--- config.mk ---
export PLATFORM = sky130hd
export DESIGN_NAME = pkt_framer
export DESIGN_NICKNAME = d
export VERILOG_FILES = /design/src/rtl/pkt_frm_pkg.sv /design/src/rtl/pkt_frm_seq.sv /design/src/rtl/pkt_frm_paylen.sv /design/src/rtl/pkt_frm_bitmux.sv /design/src/rtl/pkt_framer.sv
export SDC_FILE = /design/constraint.sdc
export NUM_CORES = 1
export LEC_CHECK = 0
export BUFFER_PORTS_ARGS = -buffer_cell sky130_fd_sc_hd__buf_2
export CAP_MARGIN = 40
export CORE_MARGIN = 1
export CORE_UTILIZATION = 30
export CTS_CLUSTER_SIZE = 24
export DETAILED_ROUTE_END_ITERATION = 10
export GPL_TIMING_DRIVEN = 0
export PLACE_DENSITY = 0.57
export SYNTH_ARGS = -nofsm -noshare
export SYNTH_HDL_FRONTEND = slang
export SYNTH_SLANG_ARGS = --single-unit
--- constraint.sdc ---
create_clock -name clk -period 16.4 [get_ports clk]
set_input_delay 0.82 -clock clk [delete_from_list [all_inputs] [get_ports clk]]
set_output_delay 0.82 -clock clk [all_outputs]
set_load 0.02 [all_outputs]
--- src/rtl/pkt_frm_pkg.sv ---
package pkt_frm_pkg;

    localparam int LEN_W   = 12;
    localparam int NUM_FLD = 8;
    localparam int AWORD_W = 40;

    typedef enum logic [2:0] {
        FLD_IDLE = 3'd0,
        FLD_PRE  = 3'd1,
        FLD_ADDR = 3'd2,
        FLD_HDR0 = 3'd3,
        FLD_LEN  = 3'd4,
        FLD_HDR1 = 3'd5,
        FLD_PAY  = 3'd6,
        FLD_CRC  = 3'd7
    } fld_e;

    typedef struct packed {
        logic               pre16;
        logic [2:0]         base_bytes;
        logic               hdr0_on;
        logic [3:0]         len_bits;
        logic [3:0]         hdr1_bits;
        logic [7:0]         stat_len;
        logic [7:0]         max_len;
        logic               msb_first;
        logic [1:0]         crc_bytes;
        logic [AWORD_W-1:0] addr_word;
    } frm_cfg_t;

    function automatic logic [2:0] base_clamp(input logic [2:0] raw);
        if (raw < 3'd2) return 3'd2;
        if (raw > 3'd4) return 3'd4;
        return raw;
    endfunction

    function automatic logic [AWORD_W-1:0] addr_word_of(
        input logic [7:0]  prefix,
        input logic [31:0] base,
        input logic [2:0]  nbytes
    );
        case (nbytes)
            3'd2:    return {16'h0000, prefix, base[31:16]};
            3'd3:    return {8'h00, prefix, base[31:8]};
            default: return {prefix, base};
        endcase
    endfunction

    function automatic logic [7:0] pay_bytes(
        input logic [7:0] raw,
        input logic [3:0] lbits,
        input logic [7:0] stat,
        input logic [7:0] maxl
    );
        logic [7:0] masked;
        logic [8:0] sum;
        masked = (lbits >= 4'd8) ? raw : (raw & ((8'd1 << lbits) - 8'd1));
        sum    = {1'b0, masked} + {1'b0, stat};
        return (sum > {1'b0, maxl}) ? maxl : sum[7:0];
    endfunction

    function automatic logic pick_bit(
        input logic [15:0] val,
        input logic [3:0]  width,
        input logic [3:0]  k,
        input logic        msb
    );
        logic [3:0] idx;
        idx = msb ? (width - 4'd1 - k) : k;
        return val[idx];
    endfunction

endpackage

--- src/rtl/pkt_frm_seq.sv ---
module pkt_frm_seq
    import pkt_frm_pkg::*;
#(
    parameter int NF = NUM_FLD,
    parameter int LW = LEN_W
) (
    input  logic                  clk,
    input  logic                  rst,
    input  logic                  start,
    input  logic [NF-1:0][LW-1:0] lens,
    output fld_e                  fld,
    output logic [LW-1:0]         cnt,
    output logic                  last_bit,
    output logic                  pkt_end
);

    logic [LW-1:0] cur_len;
    fld_e          nxt;

    always_comb begin
        cur_len  = lens[fld];
        last_bit = (fld != FLD_IDLE) && (cnt == cur_len - LW'(1));
        nxt      = FLD_IDLE;
        for (int i = NF - 1; i > 0; i--) begin
            if (i > int'(fld) && lens[i] != '0) begin
                nxt = fld_e'(i[2:0]);
            end
        end
        pkt_end = last_bit && (nxt == FLD_IDLE);
    end

    always_ff @(posedge clk) begin
        if (rst) begin
            fld <= FLD_IDLE;
            cnt <= '0;
        end else if (fld == FLD_IDLE) begin
            if (start) begin
                fld <= FLD_PRE;
            end
            cnt <= '0;
        end else if (last_bit) begin
            fld <= nxt;
            cnt <= '0;
        end else begin
            cnt <= cnt + LW'(1);
        end
    end

endmodule

--- src/rtl/pkt_frm_paylen.sv ---
module pkt_frm_paylen
    import pkt_frm_pkg::*;
(
    input  logic       clk,
    input  logic       rst,
    input  logic       load,
    input  logic       in_len,
    input  logic [7:0] init_stat,
    input  logic [7:0] init_max,
    input  logic [7:0] stat,
    input  logic [7:0] max_l,
    input  logic [3:0] len_bits,
    input  logic [7:0] len_byte,
    output logic [7:0] pay_cur
);

    logic [7:0] pay_q;
    logic [7:0] calc;

    always_comb begin
        calc    = pay_bytes(len_byte, len_bits, stat, max_l);
        pay_cur = in_len ? calc : pay_q;
    end

    always_ff @(posedge clk) begin
        if (rst) begin
            pay_q <= '0;
        end else if (load) begin
            pay_q <= pay_bytes(8'h00, 4'd0, init_stat, init_max);
        end else if (in_len) begin
            pay_q <= calc;
        end
    end

endmodule

--- src/rtl/pkt_frm_bitmux.sv ---
module pkt_frm_bitmux
    import pkt_frm_pkg::*;
#(
    parameter int ADDR_W = 9,
    parameter int LW     = LEN_W
) (
    input  fld_e               fld,
    input  logic [LW-1:0]      cnt,
    input  logic               msb,
    input  logic [2:0]         base_bytes,
    input  logic [3:0]         len_bits,
    input  logic [AWORD_W-1:0] addr_word,
    input  logic [7:0]         buf_data,
    input  logic               crc_bit,
    output logic               bit_o,
    output logic [ADDR_W-1:0]  buf_addr,
    output logic               feed,
    output logic               take
);

    logic [5:0]  aw;
    logic [5:0]  aidx;
    logic        a0;
    logic [15:0] bval;

    always_comb begin
        aw   = {base_bytes, 3'b000} + 6'd8;
        aidx = msb ? (aw - 6'd1 - cnt[5:0]) : cnt[5:0];
        a0   = msb ? addr_word[aw - 6'd1] : addr_word[0];
        bval = {8'h00, buf_data};

        case (fld)
            FLD_PRE:  bit_o = a0 ^ ~cnt[0];
            FLD_ADDR: bit_o = addr_word[aidx];
            FLD_HDR0: bit_o = pick_bit(bval, 4'd8, cnt[3:0], msb);
            FLD_LEN:  bit_o = pick_bit(bval, len_bits, cnt[3:0], msb);
            FLD_PAY:  bit_o = pick_bit(bval, 4'd8, {1'b0, cnt[2:0]}, msb);
            FLD_CRC:  bit_o = crc_bit;
            default:  bit_o = 1'b0;
        endcase

        case (fld)
            FLD_LEN: buf_addr = ADDR_W'(1);
            FLD_PAY: buf_addr = ADDR_W'(2) + ADDR_W'(cnt[LW-1:3]);
            default: buf_addr = '0;
        endcase

        feed = (fld == FLD_HDR0) || (fld == FLD_LEN) ||
               (fld == FLD_HDR1) || (fld == FLD_PAY);
        take = (fld == FLD_CRC);
    end

endmodule

--- src/rtl/pkt_framer.sv ---
module pkt_framer
    import pkt_frm_pkg::*;
#(
    parameter int ADDR_W = 9
) (
    input  logic              clk,
    input  logic              rst,
    input  logic              start,
    input  logic              cfg_pre16,
    input  logic [2:0]        cfg_base_len,
    input  logic              cfg_s0_on,
    input  logic [3:0]        cfg_len_bits,
    input  logic [3:0]        cfg_s1_bits,
    input  logic [7:0]        cfg_stat_len,
    input  logic [7:0]        cfg_max_len,
    input  logic              cfg_msb_first,
    input  logic [1:0]        cfg_crc_bytes,
    input  logic [7:0]        cfg_prefix,
    input  logic [31:0]       cfg_base,
    output logic [ADDR_W-1:0] buf_addr,
    input  logic [7:0]        buf_data,
    input  logic              crc_bit,
    output logic              bit_valid,
    output logic              bit_data,
    output logic              crc_feed,
    output logic              crc_take,
    output logic              addr_end,
    output logic              payload_end,
    output logic              done,
    output logic              busy
);

    frm_cfg_t                      cfg_d;
    frm_cfg_t                      cfg_q;
    fld_e                          fld;
    logic [LEN_W-1:0]              cnt;
    logic                          last_bit;
    logic                          pkt_end;
    logic                          start_acc;
    logic [7:0]                    pay_cur;
    logic [NUM_FLD-1:0][LEN_W-1:0] lens;
    logic                          addr_end_q;
    logic                          pay_end_q;
    logic                          done_q;

    always_comb begin
        cfg_d.pre16      = cfg_pre16;
        cfg_d.base_bytes = base_clamp(cfg_base_len);
        cfg_d.hdr0_on    = cfg_s0_on;
        cfg_d.len_bits   = cfg_len_bits;
        cfg_d.hdr1_bits  = cfg_s1_bits;
        cfg_d.stat_len   = cfg_stat_len;
        cfg_d.max_len    = cfg_max_len;
        cfg_d.msb_first  = cfg_msb_first;
        cfg_d.crc_bytes  = cfg_crc_bytes;
        cfg_d.addr_word  = addr_word_of(cfg_prefix, cfg_base, base_clamp(cfg_base_len));
    end

    assign start_acc = start && (fld == FLD_IDLE);

    always_ff @(posedge clk) begin
        if (rst) begin
            cfg_q <= '0;
        end else if (start_acc) begin
            cfg_q <= cfg_d;
        end
    end

    always_comb begin
        lens           = '0;
        lens[FLD_PRE]  = cfg_q.pre16 ? LEN_W'(16) : LEN_W'(8);
        lens[FLD_ADDR] = LEN_W'({cfg_q.base_bytes, 3'b000}) + LEN_W'(8);
        lens[FLD_HDR0] = cfg_q.hdr0_on ? LEN_W'(8) : '0;
        lens[FLD_LEN]  = LEN_W'(cfg_q.len_bits);
        lens[FLD_HDR1] = LEN_W'(cfg_q.hdr1_bits);
        lens[FLD_PAY]  = LEN_W'({pay_cur, 3'b000});
        lens[FLD_CRC]  = LEN_W'({cfg_q.crc_bytes, 3'b000});
    end

    pkt_frm_seq #(
        .NF (NUM_FLD),
        .LW (LEN_W)
    ) u_seq (
        .clk      (clk),
        .rst      (rst),
        .start    (start_acc),
        .lens     (lens),
        .fld      (fld),
        .cnt      (cnt),
        .last_bit (last_bit),
        .pkt_end  (pkt_end)
    );

    pkt_frm_paylen u_paylen (
        .clk       (clk),
        .rst       (rst),
        .load      (start_acc),
        .in_len    (fld == FLD_LEN),
        .init_stat (cfg_stat_len),
        .init_max  (cfg_max_len),
        .stat      (cfg_q.stat_len),
        .max_l     (cfg_q.max_len),
        .len_bits  (cfg_q.len_bits),
        .len_byte  (buf_data),
        .pay_cur   (pay_cur)
    );

    pkt_frm_bitmux #(
        .ADDR_W (ADDR_W),
        .LW     (LEN_W)
    ) u_bitmux (
        .fld        (fld),
        .cnt        (cnt),
        .msb        (cfg_q.msb_first),
        .base_bytes (cfg_q.base_bytes),
        .len_bits   (cfg_q.len_bits),
        .addr_word  (cfg_q.addr_word),
        .buf_data   (buf_data),
        .crc_bit    (crc_bit),
        .bit_o      (bit_data),
        .buf_addr   (buf_addr),
        .feed       (crc_feed),
        .take       (crc_take)
    );

    always_ff @(posedge clk) begin
        if (rst) begin
            addr_end_q <= 1'b0;
            pay_end_q  <= 1'b0;
            done_q     <= 1'b0;
        end else begin
            addr_end_q <= last_bit && (fld == FLD_ADDR);
            pay_end_q  <= last_bit && (fld == FLD_PAY);
            done_q     <= pkt_end;
        end
    end

    assign bit_valid   = (fld != FLD_IDLE);
    assign busy        = (fld != FLD_IDLE);
    assign addr_end    = addr_end_q;
    assign payload_end = pay_end_q;
    assign done        = done_q;

endmodule

==> results.md, run 1 <==
- Status: completed
- Number of port buffers: 98
- Num rows: 56
- Final GP Congestion: 0.931
- Critical path fanouts, max: 10
- Num CTS Buffers: 9
- Hold-fix buffers, CTS: 0
- Leakage: 3.32 nW
- Startpoint Class: flip-flop
- Number of vias per cell: 5.15
- Resized Gates After CTS: 0
- WL final: 23.3 mm
- Vias: 7,036
- Initial DRC Count: 505
- Period utilization: 0.401
- Final core utilization: 0.358
- WHS: 453 ps
- Final ANT Viol Nets: 0
- Die ar.: 0.0248 mm^2
- Ant diodes: 0
- Pre-CTS setup slack: 9890 ps
- Slew Limit Headroom: 0.359
- Post-route minimum period: 6580 ps
- Worst Path Class, Setup: flip-flop to flip-flop
- Layout cells sized above 1: 0.158
- Top Ports: 101
- Main combinational cell family by area after synthesis: simple AND/OR/NAND/NOR gates
- Finished Layout Cells: 1,367
- Worst vdd ir: 0.0512 mV
- Clock Sinks: 98
- Met3 routed wirelength: 1.37 mm
- Max-Cap Viols: 0
- EDFF count, synth: 0
- CTS HTree Levels: 3
- Share of async-settable or async-resettable flops after synthesis: 0
- Post-Synth Simple-Gate Area: 0.232
- Total setup buffers inserted after CTS: 0
- Worst hold path class: flip-flop to flip-flop
- Fraction of synthesized cell area in xor and xnor cells: 0.0555
- Synth unique cells: 73
- Syn avg cell area: 7.77 um^2
- Top routing layer in use: met4
- Routed len/inst: 17.1 um
- GRT Total Usage: 0.196
- M1 WL: 11.3 mm
- Top cells by area, synth: dfxtp_1, nand2_1, a21oi_1
- Yosys warns: 0
- Crit path capture type: flip-flop
- Routed wl met2: 10.2 mm
- Grt total ovfl: 0
- Post-synthesis cell count: 934
- Synth Cell Area: 0.00726 mm^2
- RSZ-0062 raised after global routing: false
- Largest net degree at the start of global routing: 17
- Final Skew: 8.86 ps
- Fin. max-slew vios: 0
- Post-synthesis compound-gate area fraction: 0.196
- PD cells: 83.2 mW/mm^2
- Initial antenna violation count: 0
- Leading area contributor after synthesis: dfxtp_1
- WP data required: 16,640 ps
- Vias in the first global route: 6,676
- TritonCTS clock tree: yes
- Worst-Margin Slew: 952 ps
- Clk_lat worst skew: 360 ps
- Die width: 158 um
- Initial core utilization: 0.307
- Reg clk slew, reported paths: 70 ps
- Root Buffer: clkbuf_16
- First-pass GRT wire length: 36.8 mm
- Seq cells post-synth: 98
- Max Root-Sink Buffers: 2
- Adder-cell share of the synthesized area: 0.0659
- Post-route DRC: 0
- Seq/Total Area, Yosys: 0.270
- Setup violators final: 0
- Placeable Area: 0.0236 mm^2
- Yosys top cell area share: 0.270
- Critical Path AT: 6820 ps
- Area Growth Syn to Fin: 16.5%
- Setup TNS: 0 ps
- Final hold vios: 0
- Nets: 1,164
- Placed wire-length estimate: 18.7 mm
- Worst setup margin: 9820 ps
- Drt first pass iters: 7
- Syn_nets: 1,055
- DP Cell Count: 1,351
- Die Ht: 158 um
- Max Clock Freq: 0.152 GHz
- Dominant synthesized flop cell: dfxtp_1
- Mux cell area share after synthesis: 0.120
==> final timing paths <==
path | start | end | slack, ps | depth (start not counted)
setup / recovery | cfg_q[64] | done | 9820 | 22
hold / removal | cfg_q[35] | cfg_q[35] | 450 | 2
setup reg to reg | cfg_q[64] | done | 9820 | 22
hold reg to reg | cfg_q[35] | cfg_q[35] | 450 | 2
==> state kept, by name (all words and copies together), names as in the netlist <==
register / cells
payload_end: 1
addr_end: 1
u_paylen.pay_q: 8
u_seq.cnt: 12
done: 1
cfg_q: 72
u_seq.fld: 3
==> synth_stat cells (22+ instances only) <==
| cell type | n |
|---|---|
| a211oi_1 | 26 |
| a21oi_1 | 96 |
| clkbuf_1 | 50 |
| dfxtp_1 | 98 |
| ha_1 | 35 |
| inv_1 | 33 |
| mux2i_1 | 41 |
| nand2_1 | 179 |
| nand3_1 | 22 |
| nor2_1 | 58 |
| nor3_1 | 26 |
| o21ai_0 | 37 |
| xnor2_1 | 35 |
==> report_power, final <==
group | total (mW) | switching, mW | internal [mW]
sequential | 0.269 | 0.0148 | 0.254
combinational | 0.213 | 0.126 | 0.0869
clock | 0.221 | 0.0995 | 0.121
total | 0.703 | 0.240 | 0.463
==> layout make-up <==
| class | instances | area, um^2 |
|---|---|---|
| fill | 2545 | 15200 |
| multi-input combinational | 732 | 4850 |
| sequential | 98 | 1960 |
| timing repair buffer | 98 | 490 |
| tap | 319 | 399 |
| buffer | 71 | 318 |
| clock buffer | 13 | 280 |
| inverter | 33 | 124 |
| clock inverter | 3 | 26.3 |
==> cells in the final DEF (no fill, tap or decap), types with 11 or more instances in the layout <==
cell      synthesis  routed
nor3_1           26      26
inv_1            33      33
xnor2_1          35      35
ha_1             35      35
clkbuf_1         50      50
nand2_1         179     179
nand2b_1         13      13
nor3b_1          11      11
mux2i_1          41      41
dfxtp_1          98      98
o21ai_0          37      37
a211oi_1         26      26
mux4_2           18      18
buf_2             8     106
a21oi_1          96      96
nand3_1          22      22
xor2_1           11      11
nor2_1           58      58
==> through the flow <==
stage,power [mW],cell area [um^2]
floorplan,0.420,7260
global placement,0.483,8150
detailed placement,0.485,8150
CTS,0.705,8450
global route,0.742,8450
finish,0.703,8450
==> critical path: stages, from the launching register on <==
cell and delay [ps]:
dfxtp_1 380, clkbuf_1 230, nor4_1 850, inv_1 100
ha_1 290, a21boi_0 330, inv_1 120, fa_1 450
o21ai_1 400, a21o_1 180, a21oi_1 70, xnor2_1 260
ha_1 300, a22oi_1 180, o211ai_1 120, a31oi_1 390
o21a_1 190, buf_2 210, mux2i_1 320, o221ai_1 180
nor4_1 420, o211ai_1 130, a211oi_1 370
==> cells by family (layout without fill, tap and decap cells) <==
kind of cell | after synthesis | in the layout
xor gates and xnor gates | 46 | 46
buffers and inverters | 104 | 218
adders and majority gates | 37 | 37
and+or+nand+nor | 362 | 362
AOI/OAI and AO/OA | 223 | 223
muxes | 64 | 64
DFF | 98 | 98
==> layer usage <==
metal | global-route usage | vias to the layer above
li1 | - | 3515
met1 | 0.273 | 3280
met2 | 0.306 | 210
met3 | 0.0383 | 31
met4 | 0.0555 | 0
met5 | 0 | -
Power figures use the tool's default switching activity.
==> inputs of run 2 (changes only) <==
==> constraint.sdc (replaced) <==
create_clock -name clk -period 6.85 [get_ports clk]
set_input_delay 0.3425 -clock clk [delete_from_list [all_inputs] [get_ports clk]]
set_output_delay 0.3425 -clock clk [all_outputs]
set_load 0.02 [all_outputs]
==> run 2 against run 1 <==
Clock power is 140% higher. Die area stayed put. Largest cell class unchanged. Worst hold slack lost 230 ps. Critical path type unchanged.
==> results.md, run 2 (synthesis gave the netlist of run 1 again) <==
- Status: completed
- DP Cell Count: 1,351 (unchanged)
- Vias: 7,037 (+0.014%)
- Largest register FFs: 72 (unchanged)
- Clk_lat worst skew: 360 ps (about the same)
- Setup TNS: 0 ps (unchanged)
- Largest net degree at the start of global routing: 17 (unchanged)
- Commonest non-fill, non-tap cell in the layout: nand2_1
- Cell class contributing the biggest share of worst-path delay: compound AO/OA/AOI/OAI gates
- CP Buf/Inv Count: 3 (-1)
- Placeable Area: 0.0236 mm^2 (unchanged)
- Final Instance Area: 0.00846 mm^2 (about the same)
- Worst vdd ir: 0.123 mV (+140%)
- Commonest non-fill, non-tap cells in the layout: nand2_1, buf_2, dfxtp_1
- Critical Path AT: 6580 ps (-240 ps)
- Root Buffer: clkbuf_16
- Finished Layout Cells: 1,367 (unchanged)
- WP data required: 7090 ps (-9550 ps)
- Grt total ovfl: 0 (unchanged)
- Post-route DRC: 0 (unchanged)
- Layout cells sized above 1: 0.159 (+0.000954)
- Max-Cap Viols: 0 (unchanged)
- Num CTS Buffers: 9 (unchanged)
- Routed len/inst: 17.1 um (-0.10%)
- Worst setup margin: 504 ps (-9310 ps)
- Final GP Congestion: 0.931 (unchanged)
- Hold-critical path depth: 3 (+1)
- Startpoint Class: flip-flop
- Number of port buffers: 98 (unchanged)
- Die width: 158 um (unchanged)
- Area Growth Syn to Fin: 16.6% (about the same)
- Resized Gates After CTS: 0 (unchanged)
- Max Root-Sink Buffers: 2 (unchanged)
- Period utilization: 0.926 (+0.525)
- Slew Limit Headroom: 0.437 (+0.0772)
- Setup violators final: 0 (unchanged)
- Worst-Margin Slew: 839 ps (-113 ps)
- Initial core utilization: 0.307 (unchanged)
- Nets: 1,164 (unchanged)
- Overall Power: 1.68 mW (+140%)
- Num rows: 56 (unchanged)
- RSZ-0062 raised after global routing: false
- PD cells: 199 mW/mm^2 (+140%)
- Final Skew: 8.17 ps (-0.695 ps)
- Die ar.: 0.0248 mm^2 (unchanged)
- Largest reg by FF count: cfg_q
- Die Ht: 158 um (unchanged)
- Critical Path, Cell by Cell: clkbuf_1 > or4b_2 > ha_1 > a21boi_0 > inv_1 > fa_1 > o21ai_1 > a21o_1 > a21oi_1 > xnor2_1 > ha_1 > a22oi_1 > o211ai_1 > a31oi_1 > o21a_1 > buf_2 > mux2i_1 > o221ai_1 > nor4_1 > o211ai_1 > a211oi_1
- Leakage: 3.32 nW (about the same)
- Placed cell area: 0.00815 mm^2 (unchanged)
- Drt first pass iters: 5 (-2)
- Initial antenna violation count: 0 (unchanged)
- First-pass GRT wire length: 36.8 mm (unchanged)
- Worst hold path class: primary input to flip-flop
- CTS HTree Levels: 3 (unchanged)
- Post-route minimum period: 6350 ps (-236 ps)
- Worst Path Class, Setup: flip-flop to flip-flop
- Total setup buffers inserted after CTS: 0 (unchanged)
- TritonCTS clock tree: yes
- CP max stage cell: or4b_2
- Vias in the first global route: 6,676 (unchanged)
- Crit path capture type: flip-flop
- Reg clk slew, reported paths: 70 ps (about the same)
- Placed wire-length estimate: 18.7 mm (unchanged)
- Largest regs: cfg_q (72), u_seq.cnt (12), u_paylen.pay_q (8)
- Clock Sinks: 98 (unchanged)
- Pre-CTS setup slack: 343 ps (-9550 ps)
- Top Ports: 101 (unchanged)
- Final hold vios: 0 (unchanged)
- Initial DRC Count: 500 (-0.99%)
- Final ANT Viol Nets: 0 (unchanged)
- Hold-fix buffers, CTS: 0 (unchanged)
- Reg2reg path depth: 21 (-4.5%)
- Max Clock Freq: 0.158 GHz (+3.7%)
- CP Depth: 21 (-4.5%)
- GRT Total Usage: 0.196 (unchanged)
- WL final: 23.3 mm (-0.10%)
- WHS: 227 ps (-225 ps)
- Ant diodes: 0 (unchanged)
- Critical path fanouts, max: 10 (unchanged)
- Number of vias per cell: 5.15 (about the same)
- Final core utilization: 0.358 (about the same)
- Slowest stage delay, CP: 700 ps (-150 ps)
- Fin. max-slew vios: 0 (unchanged)
## run 2: cell types whose count changed in the layout (fill, tap and decap cells not counted)
cell / previous run / this run
nor4_1: 8 / 7
nor4_2: 1 / 2
## run 2: report_power, final
part,leakage [nW],internal [mW],switching (mW)
clock network,0.153,0.291,0.239
registers,0.803,0.609,0.0353
logic,2.36,0.208,0.302
## run 2: tightest hold or removal path, stage by stage
cell	delay, ps
buf_2	100
nand2_1	50
a21oi_1	50
## run 2: layout make-up
cell class / count / area (um^2)
fillers: 2545 / 15200
multi-input cells: 732 / 4860
flip-flops and latches: 98 / 1960
repair buffers: 98 / 490
well taps: 319 / 399
plain buffers: 71 / 318
clock buffers: 13 / 280
inverters: 33 / 124
clock inverters: 3 / 26.3
## run 2: layer usage
metal | part of all wire | GRT usage | vias up
met4 | 0.019 | 0.0555 | 0
met1 | 0.48 | 0.273 | 3288
met2 | 0.44 | 0.306 | 207
met3 | 0.065 | 0.0383 | 29
li1 | - | - | 3513
met5 | 0 | 0 | -
## run 2: path summary, 6_finish.rpt
path / from / to / slack [ps]
setup / recovery: cfg_q[64] / done / 500
hold / removal: cfg_s1_bits[1] / cfg_q[60] / 230
setup reg to reg: cfg_q[64] / done / 500
hold reg to reg: cfg_q[35] / cfg_q[35] / 450
==> inputs of run 3 (changes only) <==
--- a/config.mk
+++ b/config.mk
@@ -6,7 +6,7 @@
 export NUM_CORES = 1
 export LEC_CHECK = 0
 export BUFFER_PORTS_ARGS = -buffer_cell sky130_fd_sc_hd__buf_2
-export CAP_MARGIN = 40
+export CAP_MARGIN = 0
 export CORE_MARGIN = 1
 export CORE_UTILIZATION = 30
 export CTS_CLUSTER_SIZE = 24
@@ -15,4 +15,5 @@
 export PLACE_DENSITY = 0.57
 export SYNTH_ARGS = -nofsm -noshare
 export SYNTH_HDL_FRONTEND = slang
+export SYNTH_HIERARCHICAL = 1
 export SYNTH_SLANG_ARGS = --single-unit
==> run 3 against run 2 <==
Global-route usage increased by 0.46 points. Non-clock buffer count increased by 6. Clock-buffer cell count decreased by 3. Power increased by 2.6%. Critical endpoint is now payload_end. Largest cell class unchanged.
==> results.md, run 3 <==
- Crit path capture type: flip-flop
- Drt first pass iters: 5 (unchanged)
- Slowest stage delay, CP: 560 ps (-140 ps)
- Finished Layout Cells: 1,731 (+27%)
- Placeable Area: 0.0290 mm^2 (+23%)
- Vias: 9,178 (+30%)
- Top cells by count, synth: nand2_1, dfxtp_1, a21oi_1
- CTS HTree Levels: 3 (unchanged)
- Post-synthesis cell count: 1,090 (+17%)
- Initial antenna violation count: 1 (+1)
- Top cells by area, synth: dfxtp_1, mux2i_1, nand2_1
- Largest reg by FF count: cfg_q
- TritonCTS clock tree: yes
- Commonest non-fill, non-tap cell in the layout: conb_1
- Clock Sinks: 98 (unchanged)
- Grt total ovfl: 0 (unchanged)
- Initial DRC Count: 678 (+36%)
- Critical Path AT: 7000 ps (+420 ps)
- Final hold vios: 0 (unchanged)
- Main combinational cell family by area after synthesis: simple AND/OR/NAND/NOR gates
- Seq cells post-synth: 98 (unchanged)
- Final ANT Viol Nets: 0 (unchanged)
- WL final: 30.9 mm (+32%)
- Worst Path Class, Setup: flip-flop to flip-flop
- Post-Synth Simple-Gate Area: 0.250 (+0.0186)
- Root Buffer: clkbuf_16
- CP max stage cell: or4bb_4
- Reg clk slew, reported paths: 80 ps (about the same)
- Yosys warns: 6 (+6)
- Share of async-settable or async-resettable flops after synthesis: 0 (unchanged)
- Worst-Margin Slew: 936 ps (+97.2 ps)
- Worst vdd ir: 0.150 mV (+22%)
- Area Growth Syn to Fin: 20.9%
- Placed cell area: 0.0104 mm^2 (+28%)
- Die ar.: 0.0305 mm^2 (+23%)
- Most common cell in the netlist: nand2_1
- Fin. max-slew vios: 0 (unchanged)
- Setup violators final: 0 (unchanged)
- Leading area contributor after synthesis: dfxtp_1
- Routed len/inst: 17.9 um (+4.6%)
- Final Skew: 8.06 ps (-0.103 ps)
- GRT Total Usage: 0.201 (+0.00464)
- Worst path most repeated cell: ha_1
- Leakage: 4.39 nW (+32%)
- DP Cell Count: 1,713 (+27%)
- Status: completed
- Synth Cell Area: 0.00894 mm^2 (+23%)
- Slew Limit Headroom: 0.371 (-0.0653)
- Commonest non-fill, non-tap cells in the layout: conb_1, nand2_1, buf_2
- Vias in the first global route: 8,563 (+28%)
- Number of vias per cell: 5.30 (+3.0%)
- Initial core utilization: 0.308 (+0.000704)
- Top Ports: 101 (unchanged)
- First-pass GRT wire length: 47.9 mm (+30%)
- Layout cells sized above 1: 0.181 (+0.0219)
- Nets: 1,461 (+26%)
- Post-route minimum period: 6720 ps (+371 ps)
- Syn avg cell area: 8.20 um^2 (+5.5%)
- Max Root-Sink Buffers: 2 (unchanged)
- Post-route DRC: 0 (unchanged)
- Num CTS Buffers: 9 (unchanged)
- Largest register FFs: 72 (unchanged)
- Die Ht: 175 um (+11%)
- PD cells: 160 mW/mm^2 (-20%)
- Max Clock Freq: 0.149 GHz (-5.5%)
- Adder-cell share of the synthesized area: 0.0521 (-0.0138)
- Worst hold path class: primary input to flip-flop
- Startpoint Class: flip-flop
- Placed wire-length estimate: 24.4 mm (+30%)
- Dominant synthesized flop cell: dfxtp_1
- Fraction of synthesized cell area in xor and xnor cells: 0.0402 (-0.0153)
- Period utilization: 0.981 (+0.0541)
- Largest net degree at the start of global routing: 19 (+2)
- RSZ-0062 raised after global routing: true
- Die width: 175 um (+11%)
- Post-synthesis compound-gate area fraction: 0.241 (+0.0450)
- Max-Cap Viols: 0 (unchanged)
- Num rows: 62 (+11%)
- Clk_lat worst skew: 360 ps (about the same)
- Yosys top cell area share: 0.219 (-0.0508)
- EDFF count, synth: 0 (unchanged)
- Synth unique cells: 90 (+23%)
- Number of port buffers: 100 (+2.0%)
- Largest regs: cfg_q (72), u_seq/cnt (12), u_paylen/pay_q (8)
- Final GP Congestion: 0.900 (-3.4%)
- WP data required: 7130 ps (+40 ps)
- Seq/Total Area, Yosys: 0.219 (-0.0508)
- Final Instance Area: 0.0108 mm^2 (+28%)
- Mux cell area share after synthesis: 0.127 (+0.00709)
- Critical path fanouts, max: 11 (+1)
==> run 3: changes by cell type in the layout (fill, tap and decap cells not counted), moves of 18 or more <==
cell and change:
a21oi_1 -21, and3_1 +30, nor2b_1 +31, nand2_1 -62
o41ai_2 +23, nand3b_1 +22, conb_1 +140, nand3_1 +18
==> run 3: repair_timing <==
item | in CTS | in global routing
endpoints found under the setup margin | 14 | 14
pin swaps | 1 | 0
resized for setup | 8 | 10
setup buffers | 1 | 1
hold buffers | 0 | 0
==> run 3: metrics by stage <==
stage	setup WS [ps]	setup TNS [ps]	utilization	power [mW]	hold slack (ps)
finish	133	0	0.372	1.73	209
global route	-65.8	-119	0.372	1.82	208
CTS	40.2	0	0.371	1.72	200
detailed placement	-330	-648	0.360	1.19	458
global placement	-236	-466	0.360	1.18	455
floorplan	779	0	-	1.02	415
==> run 3: routing by layer <==
| metal | global-route usage | wire length [um] |
|---|---|---|
| met5 | 0 | 0 |
| met4 | 0.0540 | 561 |
| met3 | 0.0296 | 1920 |
| met2 | 0.333 | 14200 |
| met1 | 0.271 | 14200 |
==> run 3: kinds of logic (layout without fill, tap and decap cells) <==
logic type                 count (synthesis)  in the layout
other                                      1            141
DFF                                       98             98
and+or+nand+nor                          429            429
xor gates and xnor gates                  41             41
AOI/OAI and AO/OA                        281            281
adders and majority gates                 36             36
muxes                                     85             85
buffers and inverters                    119            236
==> run 3: worst max-delay path: cells and delay by family, from the launching register on <==
family                   cells  cell delay, ps
flip-flops                   1             400
AND/OR/NAND/NOR             11            2190
buffers and inverters        1             160
multiplexers                 3            1070
adder cells (fa/ha/maj)      3             840
AO/OA/AOI/OAI                7            1500
XOR/XNOR                     3             430
==> run 3: area by class of cell <==
cell class | instances | area (um^2)
multi-input combinational | 1012 | 6920
timing repair buffer | 102 | 515
sequential | 98 | 1970
fill | 3125 | 18200
clock buffer | 10 | 239
clock inverter | 6 | 55.1
buffer | 73 | 445
tap | 384 | 480
antenna | 1 | 2.50
inverter | 45 | 174
==> run 3: final timing paths <==
check | start | endpoint | depth (start not counted) | slack (ps)
worst max-delay path | cfg_q[66] | payload_end | 28 | 130
worst min register to register | cfg_q[53] | cfg_q[53] | 2 | 470
worst max register to register | cfg_q[66] | payload_end | 28 | 130
worst min-delay path | cfg_len_bits[0] | cfg_q[63] | 3 | 210
==> run 3: where the power goes <==
group	leakage, nW	internal (mW)	switching (mW)
Clock	0.140	0.265	0.266
Sequential	0.806	0.607	0.0437
Combinational	3.45	0.230	0.317
